--- src/rtl/dual_dptr_pkg.sv ---
package dual_dptr_pkg;
  localparam int SEL_POS    = 0;
  localparam int ADJ_EN_POS = 4;
  localparam int TGL_EN_POS = 5;
  localparam int DIR0_POS   = 6;

  typedef enum logic [1:0] {
    ACT_NONE,
    ACT_LOAD,
    ACT_STEP_UP,
    ACT_ADJUST
  } ptr_act_e;
endpackage

--- src/rtl/dual_dptr_cell.sv ---
module dual_dptr_cell
  import dual_dptr_pkg::*;
#(
  parameter int PTR_W = 16
) (
  input  logic             clk,
  input  logic             rst,
  input  ptr_act_e         act,
  input  logic             dec,
  input  logic [PTR_W-1:0] load_val,
  output logic [PTR_W-1:0] val,
  output logic [PTR_W-1:0] nxt
);
  localparam logic [PTR_W-1:0] ONE = PTR_W'(1);

  always_comb begin
    case (act)
      ACT_LOAD:    nxt = load_val;
      ACT_STEP_UP: nxt = val + ONE;
      ACT_ADJUST:  nxt = dec ? (val - ONE) : (val + ONE);
      default:     nxt = val;
    endcase
  end

  always_ff @(posedge clk) begin
    if (rst) val <= '0;
    else     val <= nxt;
  end
endmodule

--- src/rtl/dual_dptr_decode.sv ---
module dual_dptr_decode
  import dual_dptr_pkg::*;
#(
  parameter int NUM_PTR = 2
) (
  input  logic     op_inc,
  input  logic     op_load,
  input  logic     op_code_rd,
  input  logic     op_xrd,
  input  logic     op_xwr,
  input  logic     sel,
  input  logic     adj_en,
  input  logic     tgl_en,
  output ptr_act_e act [NUM_PTR],
  output logic     toggle_evt
);
  logic mem_op;
  logic any_op;

  assign mem_op     = op_code_rd | op_xrd | op_xwr;
  assign any_op     = mem_op | op_inc | op_load;
  assign toggle_evt = tgl_en & any_op;

  for (genvar i = 0; i < NUM_PTR; i++) begin : g_act
    always_comb begin
      act[i] = ACT_NONE;
      if (sel == 1'(i)) begin
        if (op_load)               act[i] = ACT_LOAD;
        else if (op_inc)           act[i] = ACT_STEP_UP;
        else if (mem_op && adj_en) act[i] = ACT_ADJUST;
      end
    end
  end
endmodule

--- src/rtl/dual_dptr_ctl.sv ---
module dual_dptr_ctl
  import dual_dptr_pkg::*;
#(
  parameter int CTL_W = 8
) (
  input  logic             clk,
  input  logic             rst,
  input  logic             we,
  input  logic [CTL_W-1:0] wdata,
  input  logic             toggle_evt,
  output logic [CTL_W-1:0] ctl,
  output logic [CTL_W-1:0] nxt
);
  localparam logic [CTL_W-1:0] SEL_MASK = CTL_W'(1) << SEL_POS;

  always_comb begin
    if (we)              nxt = wdata;
    else if (toggle_evt) nxt = ctl ^ SEL_MASK;
    else                 nxt = ctl;
  end

  always_ff @(posedge clk) begin
    if (rst) ctl <= '0;
    else     ctl <= nxt;
  end
endmodule

--- src/rtl/dual_dptr_unit.sv ---
module dual_dptr_unit
  import dual_dptr_pkg::*;
#(
  parameter int PTR_W = 16,
  parameter int CTL_W = 8
) (
  input  logic             clk,
  input  logic             rst,
  input  logic             op_inc,
  input  logic             op_load,
  input  logic             op_code_rd,
  input  logic             op_xrd,
  input  logic             op_xwr,
  input  logic [PTR_W-1:0] load_val,
  input  logic             ctl_we,
  input  logic [CTL_W-1:0] ctl_wdata,
  output logic [PTR_W-1:0] ptr_out,
  output logic [CTL_W-1:0] ctl_out
);
  localparam int NUM_PTR = 2;

  logic [CTL_W-1:0] ctl_q;
  logic [CTL_W-1:0] ctl_nxt;
  logic             toggle_evt;
  ptr_act_e         act [NUM_PTR];
  logic [PTR_W-1:0] ptr_val [NUM_PTR];
  logic [PTR_W-1:0] ptr_nxt [NUM_PTR];

  dual_dptr_decode #(.NUM_PTR(NUM_PTR)) u_decode (
    .op_inc     (op_inc),
    .op_load    (op_load),
    .op_code_rd (op_code_rd),
    .op_xrd     (op_xrd),
    .op_xwr     (op_xwr),
    .sel        (ctl_q[SEL_POS]),
    .adj_en     (ctl_q[ADJ_EN_POS]),
    .tgl_en     (ctl_q[TGL_EN_POS]),
    .act        (act),
    .toggle_evt (toggle_evt)
  );

  dual_dptr_ctl #(.CTL_W(CTL_W)) u_ctl (
    .clk        (clk),
    .rst        (rst),
    .we         (ctl_we),
    .wdata      (ctl_wdata),
    .toggle_evt (toggle_evt),
    .ctl        (ctl_q),
    .nxt        (ctl_nxt)
  );

  for (genvar i = 0; i < NUM_PTR; i++) begin : g_ptr
    dual_dptr_cell #(.PTR_W(PTR_W)) u_cell (
      .clk      (clk),
      .rst      (rst),
      .act      (act[i]),
      .dec      (ctl_q[DIR0_POS + i]),
      .load_val (load_val),
      .val      (ptr_val[i]),
      .nxt      (ptr_nxt[i])
    );
  end

  always_ff @(posedge clk) begin
    if (rst) ptr_out <= '0;
    else     ptr_out <= ptr_nxt[ctl_nxt[SEL_POS]];
  end

  assign ctl_out = ctl_q;
endmodule

--- config.mk ---
export PLATFORM = sky130hd
export DESIGN_NAME = dual_dptr_unit
export DESIGN_NICKNAME = d
export VERILOG_FILES = /design/src/rtl/dual_dptr_pkg.sv /design/src/rtl/dual_dptr_cell.sv /design/src/rtl/dual_dptr_decode.sv /design/src/rtl/dual_dptr_ctl.sv /design/src/rtl/dual_dptr_unit.sv
export SDC_FILE = /design/constraint.sdc
export NUM_CORES = 1
export LEC_CHECK = 0
export BUFFER_PORTS_ARGS = -buffer_cell sky130_fd_sc_hd__buf_2
export CAP_MARGIN = 0
export CELL_PAD_IN_SITES_DETAIL_PLACEMENT = 0
export CELL_PAD_IN_SITES_GLOBAL_PLACEMENT = 2
export CORE_MARGIN = 1.5
export CORE_UTILIZATION = 33
export CTS_BUF_LIST = sky130_fd_sc_hd__clkbuf_8 sky130_fd_sc_hd__clkbuf_16
export DETAILED_ROUTE_END_ITERATION = 10
export GPL_ROUTABILITY_DRIVEN = 0
export PLACE_DENSITY_LB_ADDON = 0.15
export SLEW_MARGIN = 20
export SYNTH_ARGS = -nofsm -noshare
export SYNTH_HDL_FRONTEND = slang
export SYNTH_SLANG_ARGS = --single-unit
--- constraint.sdc ---
create_clock -name clk -period 3.04 [get_ports clk]
set_clock_uncertainty 0.15 [all_clocks]
set_input_delay 0.152 -clock clk [delete_from_list [all_inputs] [get_ports clk]]
set_output_delay 0.152 -clock clk [all_outputs]
set_load 0.01 [all_outputs]
**After elaboration in Yosys (flattened, before gate mapping)**

Cells that the tools add are included.

- Add/sub/neg operators: 4
- Multiply operators: 0
- Div/mod/pow operators: 0
- Order comparisons: 1
- Eq/ne operators: 6
- Shift-type cells: 0
- Multiplexer cells: 14
- Bitwise logic cells: 7
- Reductions and logical operators: 1

Operators with widths:

| operator | count |
|---|---|
| $pmux 16 s3 | 2 |
| $mux 16 | 5 |
| $add 16x1->16 const B | 2 |
| $sub 16x1->16 const B | 2 |
| $mux 2 | 5 |
| $eq 2x2->1 const B | 4 |
| $mux 8 | 1 |
| $eq 2x1->1 const B | 2 |
| $or 1x1->1 | 4 |
| $ge 2x2->1 const B | 1 |
| $not 1->2 | 1 |
| $and 1x1->1 | 1 |
| $logic_and 1x1->1 | 1 |
| $mux 1 | 1 |
| $not 1->1 | 1 |

- Bits in registers: 56
- Latch bits: 0
- Bits in writable memories: 0
- ROM bits: 0
- Input bits: 32
- Output and inout bits: 24
- Logic and storage cells: 38
- Memories: 0

**Depth between registers and ports, before layout**

Gate-level depths: netlist of the first run.

- Depth after elaboration: 12
- Gate-level depth with buffers: 9
- Gate-level depth less buffers: 9

**By module**

Synthesis of the first run repeated with hierarchy kept, for this count alone.

- Cells, all modules: 594
- Area total of the unflattened synthesis: 4,702.0 µm²

By module, submodules not included:

| module | instances | cells each | area each (µm²) | sequential area each (µm²) |
|---|---|---|---|---|
| dual_dptr_cell | 2 | 251 | 1,846.8 | 320.3 |
| dual_dptr_unit | 1 | 52 | 580.6 | 320.3 |
| dual_dptr_ctl | 1 | 28 | 351.6 | 160.2 |
| dual_dptr_decode | 1 | 12 | 76.3 | 0.0 |

**Worst setup path before layout of the first run**

OpenSTA, ideal clock, no wires.

- Path kind: register -> register
- Start: reg g_ptr[1].u_cell.val[3]
- End: reg ptr_out[15]
- Setup time: 0.130 ns
- Arrival: 2.306 ns
- Required time: 2.760 ns
- Setup slack: 0.454 ns
- Cell stages (with the launch flop): 9
- Path buffers: 1
- Clock period less this slack: 2.586 ns
- Path through: dfxtp_1 > buf_6 > or4_4 > or3_4 > or4_1 > mux2i_1 > xor2_1 > a21oi_1 > o22ai_2

- Cells in the longest elaborated chain, start to end: 6
- Elaborated cells between the ends (all ways): 7
- Classes of those cells: add/sub: 2; mux: 5

RTL lines:

| what | line | source |
|---|---|---|
| start, declared | dual_dptr_cell.sv:11 | `output logic [PTR_W-1:0] val,` |
| start signal, assigned | dual_dptr_cell.sv:27 | `else val <= nxt;` |
| $add 16x1->16 / $sub 16x1->16 (equally long branches) | dual_dptr_cell.sv:19, dual_dptr_cell.sv:20 |  |
| $mux 16 | dual_dptr_cell.sv:20 | `ACT_ADJUST: nxt = dec ? (val - ONE) : (val + ONE);` |
| $pmux 16 s3 (*) | dual_dptr_cell.sv:17 | `case (act)` |
| $mux 16 (implied by the code) (*) (3 in a row) | dual_dptr_unit.sv:66 | `else ptr_out <= ptr_nxt[ctl_nxt[SEL_POS]];` |
| end signal, assigned | dual_dptr_unit.sv:66 |  |
| end, declared | dual_dptr_unit.sv:17 | `output logic [PTR_W-1:0] ptr_out,` |

Mark *: on every way between the ends. The rest lies on a longest branch, timed or not. The select of a mux whose other input is x is not followed.
A chain may end at the register's enable or synchronous reset.

**Worst setup path after layout of the first run**

- Start: reg g_ptr[1].u_cell.val[5]
- End: reg ptr_out[15]

The elaborated chain is that of the path after synthesis.

==> results of run 1 <==
==> logic make-up after synthesis <==
group           Yosys count  synth area share (%)
simple gates            219                  28.4
buf+inv                  59                  6.40
xor+xnor                 24                  5.33
fa+ha+maj                 4                  1.27
compound gates          165                  27.6
flops                    56                  28.4
mux                      10                  2.57
==> per-layer routing <==
| layer | vias up | track usage, % | wire length [um] |
|---|---|---|---|
| met2 | 142 | 40.2 | 7130 |
| met1 | 2084 | 33.7 | 6990 |
| met3 | 19 | 3.19 | 938 |
| met5 | - | 0 | 12 |
| li1 | 2112 | - | - |
| met4 | 2 | 7.68 | 239 |
==> layout make-up <==
| class | instances | area [sq um] | share of cell area (%) |
|---|---|---|---|
| inverters | 19 | 71.3 | 1.53 |
| well taps | 143 | 179 | 3.83 |
| clock buffers | 7 | 153 | 3.27 |
| multi-input cells | 422 | 2570 | 55.0 |
| repair buffers | 89 | 548 | 11.7 |
| flip-flops and latches | 56 | 1120 | 24.0 |
| clock inverters | 1 | 30.0 | 0.642 |
==> state kept, by name, summed over array words and instances (netlist names) <==
| name | cells |
|---|---|
| u_ctl.ctl | 8 |
| ptr_out | 16 |
| g_ptr.u_cell.val | 32 |
==> power groups by stage <==
stage	registers [mW]	clock network, mW	logic (mW)
2_1_floorplan	0.855	0	0.396
3_3_place_gp	0.885	0	0.583
3_5_place_dp	0.886	0	0.579
4_1_cts	0.869	0.758	0.589
5_1_grt	0.880	0.778	0.651
6_report	0.870	0.740	0.593
==> synth_stat cells, types with 6 or more instances <==
| master | number |
|---|---|
| a21oi_1 | 38 |
| a22oi_1 | 8 |
| a31oi_1 | 10 |
| buf_4 | 6 |
| clkbuf_1 | 31 |
| dfxtp_1 | 56 |
| inv_1 | 18 |
| mux2i_1 | 9 |
| nand2_1 | 45 |
| nand2b_1 | 7 |
| nand3_1 | 20 |
| nand4_1 | 9 |
| nor2_1 | 58 |
| nor2b_1 | 6 |
| nor3_1 | 20 |
| nor4_1 | 15 |
| o21ai_0 | 30 |
| o22a_1 | 6 |
| o22ai_1 | 11 |
| o31ai_1 | 12 |
| or3_1 | 11 |
| or4_1 | 6 |
| xnor2_1 | 17 |
| xor2_1 | 7 |
==> worst max-delay path: stages, from the launching register on <==
cell	delay, ns
dfxtp_1	0.37
or4_4	0.59
or3_4	0.41
or4_1	0.48
mux2i_1	0.19
xor2_1	0.09
a21oi_1	0.24
o22ai_2	0.10
==> through the flow <==
step / worst slack [ns] / instances / util, % / area (sq um)
floorplan: 0.454 / 537 / - / 3950
global placement: 0.362 / 722 / 38.4 / 4420
detailed placement: 0.328 / 722 / 38.4 / 4420
CTS: 0.322 / 737 / 40.6 / 4670
global route: 0.135 / 737 / 40.6 / 4670
finish: 0.316 / 737 / 40.6 / 4670
==> how the worst min path moves through the flow <==
stage                                               endpoint  slack [ns]  depth (start not counted)
final                     g_ptr[1].u_cell.val[10]$_SDFF_PP0_        0.06                          3
after floorplan                    u_ctl.ctl[1]$_SDFFE_PP0P_        0.15                          2
after detailed placement           u_ctl.ctl[7]$_SDFFE_PP0P_        0.24                          3
after global routing      g_ptr[1].u_cell.val[10]$_SDFF_PP0_        0.08                          3
after CTS                 g_ptr[1].u_cell.val[10]$_SDFF_PP0_        0.05                          3
after global placement             u_ctl.ctl[2]$_SDFFE_PP0P_        0.24                          3
==> flow_summary.ini, run 1 <==
[critical_path]
reg2regPathDepth = 7
startpoint_type = flip-flop
cp.arrival_ns = 2.77
critical_path_class = flip-flop to flip-flop
cp-endpoint = ptr_out[15]$_SDFF_PP0_
reg2reg_from = g_ptr[1].u_cell.val[5]$_SDFF_PP0_
rrSetupSlack_ns = 0.32
critPathLaunch = g_ptr[1].u_cell.val[5]$_SDFF_PP0_
r2r-end = ptr_out[15]$_SDFF_PP0_
end_kind = flip-flop
cp.required_ns = 3.08
worstPathMaxFanout = 7

[synthesis]
ys_seq_area_share_pct = 28.4
synth-edff-count = 0
syn_avg_cell_area_sq_um = 7.35
ys_ff_latch = 56
synth_cell_types = 66
yosys_warnings = 0
syn_nets = 573
synth_area_sq_um = 3950
synthTopCellsByArea = dfxtp_1, nor2_1, a21oi_1
yosys_most_used_dff = dfxtp_1
synth_top_area_share_pct = 28.4
yosysTopAreaCell = dfxtp_1
synthArstFlopShare_pct = 0
synth_cells = 537

[clock_tree]
cts_setup_buffers = 0
worst_skew_pair.late_latency_ns = 0.32
clockBufferDepth = 2
cts_resized = 0
cts_tree = built
clock-sinks = 56
numCtsBuffers = 5
htree_levels = 2
path_clk_slew_ns = 0.08
root_buffer = clkbuf_16
holdBufCountCts = 7

[sta]
fin_crit_ns = 2.72
slew_violations = 0
grt_setup_unrepaired = no
clock.fmax_mhz = 367
hold_viol_final = 0
hold_slack_ns = 0.0613
finalCritPeriodShare_pct = 89.6
worst_slew_pin_slew_ns = 0.789
tns_ns = 0
finalSetupViolCount = 0
max_slew_margin_pct = 47.1

[grt]
gr-total-overflow = 0
antenna_found_initial = 1
grt_pass1_vias = 4016
grtUsageTotal_pct = 24.5
grt_pass1_wl_um = 23600
grt_start_max_net_pins = 24

[detailed_routing]
drc_errors = 0
dr.pass1.iters = 7
drt_iter0_drc = 335
wl_um = 15300
vias_per_cell = 5.91
ant_nets = 0
vias = 4359
routedWlPerCell_um = 20.8

[cells_and_area]
layout-drive-gt1-share_pct = 17.2
fill_cells = 1221
antenna_cells = 0
area.growth.synth_to_final_pct = 18.5
final_common_cell = nor2_1
mostFrequentLayoutCells = nor2_1, dfxtp_1, buf_2
nets = 629

[power]
p_sw_share_pct = 33.1
power_switching_uw = 729
pwr-share-clk_pct = 33.6
seqPwrFrac_pct = 39.5
internal-power_mw = 1.47
p_comb_share_pct = 26.9
max-vdd-ir-drop_v = 0.000194
cellPowerDensity_nw_per_um2 = 471
power_mw = 2.20
p_leak_nw = 1.82

[place]
io_buffers = 55
place_hpwl_um = 11400

[min_path]
min_path_type = primary input to flip-flop
hp-start = load_val[10]

[floorplanning]
die-area_sq_um = 12600
placementRows = 39
pin_count = 56
die_w_um = 112
coreArea_sq_um = 11500
start_util_pct = 34.3
die_h_um = 112

[outcome]
status = finished, final reports clean

[flow_run]
maxCapViolCount = 0
Power figures use the tool's default switching activity.
==> inputs of run 2 (changes only) <==
CELL_PAD_IN_SITES_GLOBAL_PLACEMENT = 1   (was 2)
CORE_UTILIZATION = 42   (was 33)
==> flow_summary.ini, run 2 (same netlist as run 1, synthesis figures left out) <==
[outcome]
status = finished, final reports clean

[grt]
grt_pass1_vias = 3967
gr-total-overflow = 0
antenna_found_initial = 0
grt_start_max_net_pins = 29
grt_pass1_wl_um = 22000
grtUsageTotal_pct = 28.4

[floorplanning]
die_w_um = 99.9
die-area_sq_um = 9990
coreArea_sq_um = 9150
placementRows = 35
pin_count = 56
die_h_um = 99.9
start_util_pct = 43.1

[sta]
slew_violations = 0
finalCritPeriodShare_pct = 89.4
worst_slew_pin_slew_ns = 0.668
finalSetupViolCount = 0
max_slew_margin_pct = 55.0
tns_ns = 0
grt_setup_unrepaired = no
clock.fmax_mhz = 368
hold_viol_final = 0
fin_crit_ns = 2.72

[critical_path]
rrSetupSlack_ns = 0.32
reg2regPathDepth = 7
critical_path_class = flip-flop to flip-flop
worstPathMaxFanout = 7
startpoint_type = flip-flop
cp.required_ns = 3.10
end_kind = flip-flop
cp.arrival_ns = 2.77

[clock_tree]
holdBufCountCts = 7
numCtsBuffers = 5
worst_skew_pair.late_latency_ns = 0.32
htree_levels = 2
cts_setup_buffers = 0
path_clk_slew_ns = 0.11
root_buffer = clkbuf_8
cts_tree = built
clock-sinks = 56
clockBufferDepth = 2
cts_resized = 0

[cells_and_area]
nets = 624
antenna_cells = 0
final_common_cell = nor2_1
top_regs = g_ptr.u_cell.val x32, ptr_out x16, u_ctl.ctl x8
regMostFlops = g_ptr.u_cell.val
mostFrequentLayoutCells = nor2_1, dfxtp_1, buf_2
post-route-util_pct = 49.6
largest_reg_flops = 32
layout-drive-gt1-share_pct = 16.5
area.growth.synth_to_final_pct = 15.1

[min_path]
min_path_cells = 3
min_path_type = primary input to flip-flop

[power]
cellPowerDensity_nw_per_um2 = 442
p_comb_share_pct = 28.9
max-vdd-ir-drop_v = 0.000216
p_sw_share_pct = 34.0
internal-power_mw = 1.32
pwr-share-clk_pct = 27.9
power_switching_uw = 683
seqPwrFrac_pct = 43.1
p_leak_nw = 1.77

[flow_run]
maxCapViolCount = 0

[place]
place_hpwl_um = 10300
io_buffers = 55

[detailed_routing]
vias_per_cell = 6.35
drt_iter0_drc = 373
drc_errors = 0
vias = 4447
dr.pass1.iters = 5
ant_nets = 0
routedWlPerCell_um = 20.0
wl_um = 14000
[run 2: worst paths after layout]
path                                        endpoint                               from
setup / recovery              ptr_out[15]$_SDFF_PP0_  g_ptr[1].u_cell.val[5]$_SDFF_PP0_
hold / removal    g_ptr[1].u_cell.val[10]$_SDFF_PP0_                       load_val[10]
setup reg to reg              ptr_out[15]$_SDFF_PP0_  g_ptr[1].u_cell.val[5]$_SDFF_PP0_
hold reg to reg            u_ctl.ctl[2]$_SDFFE_PP0P_          u_ctl.ctl[2]$_SDFFE_PP0P_
[run 2: area by class of cell]
class | instances | area (sq um)
clock buffer | 7 | 96.3
clock inverter | 1 | 30.0
fill | 922 | 4610
inverter | 19 | 71.3
multi-input combinational | 422 | 2570
sequential | 56 | 1120
tap | 111 | 139
timing repair buffer | 84 | 510
[run 2: power by group through the flow]
| stage | sequential [mW] | combinational (mW) | clock [mW] |
|---|---|---|---|
| 6_report | 0.866 | 0.581 | 0.560 |
| 5_1_grt | 0.875 | 0.635 | 0.596 |
| 4_1_cts | 0.864 | 0.572 | 0.571 |
| 3_5_place_dp | 0.880 | 0.561 | 0 |
| 3_3_place_gp | 0.878 | 0.563 | 0 |
| 2_1_floorplan | 0.855 | 0.396 | 0 |
[run 2: per-stage QoR]
step	std cells	power [mW]	setup slack (ns)	instance area, sq um	hold WS, ns
2_1_floorplan	537	1.25	0.454	3950	0.150
3_3_place_gp	685	1.44	0.374	4340	0.237
3_5_place_dp	685	1.44	0.354	4340	0.244
4_1_cts	700	2.01	0.322	4540	0.0388
5_1_grt	700	2.11	0.209	4540	0.0658
6_report	700	2.01	0.322	4540	0.0664
[run 2: per-layer routing]
metal | global-route usage, % | share of wire, %
met1 | 40.7 | 43
met2 | 45.2 | 46
met3 | 3.27 | 8.3
met4 | 8.02 | 2.1
met5 | 0 | 0
[run 2: critical path: stages (launching register included)]
cell and delay, ns:
dfxtp_1 0.39, or4_4 0.60, or3_4 0.41, or4_1 0.47, mux2i_1 0.18, xor2_1 0.09, a21oi_1 0.22, o22ai_2 0.10
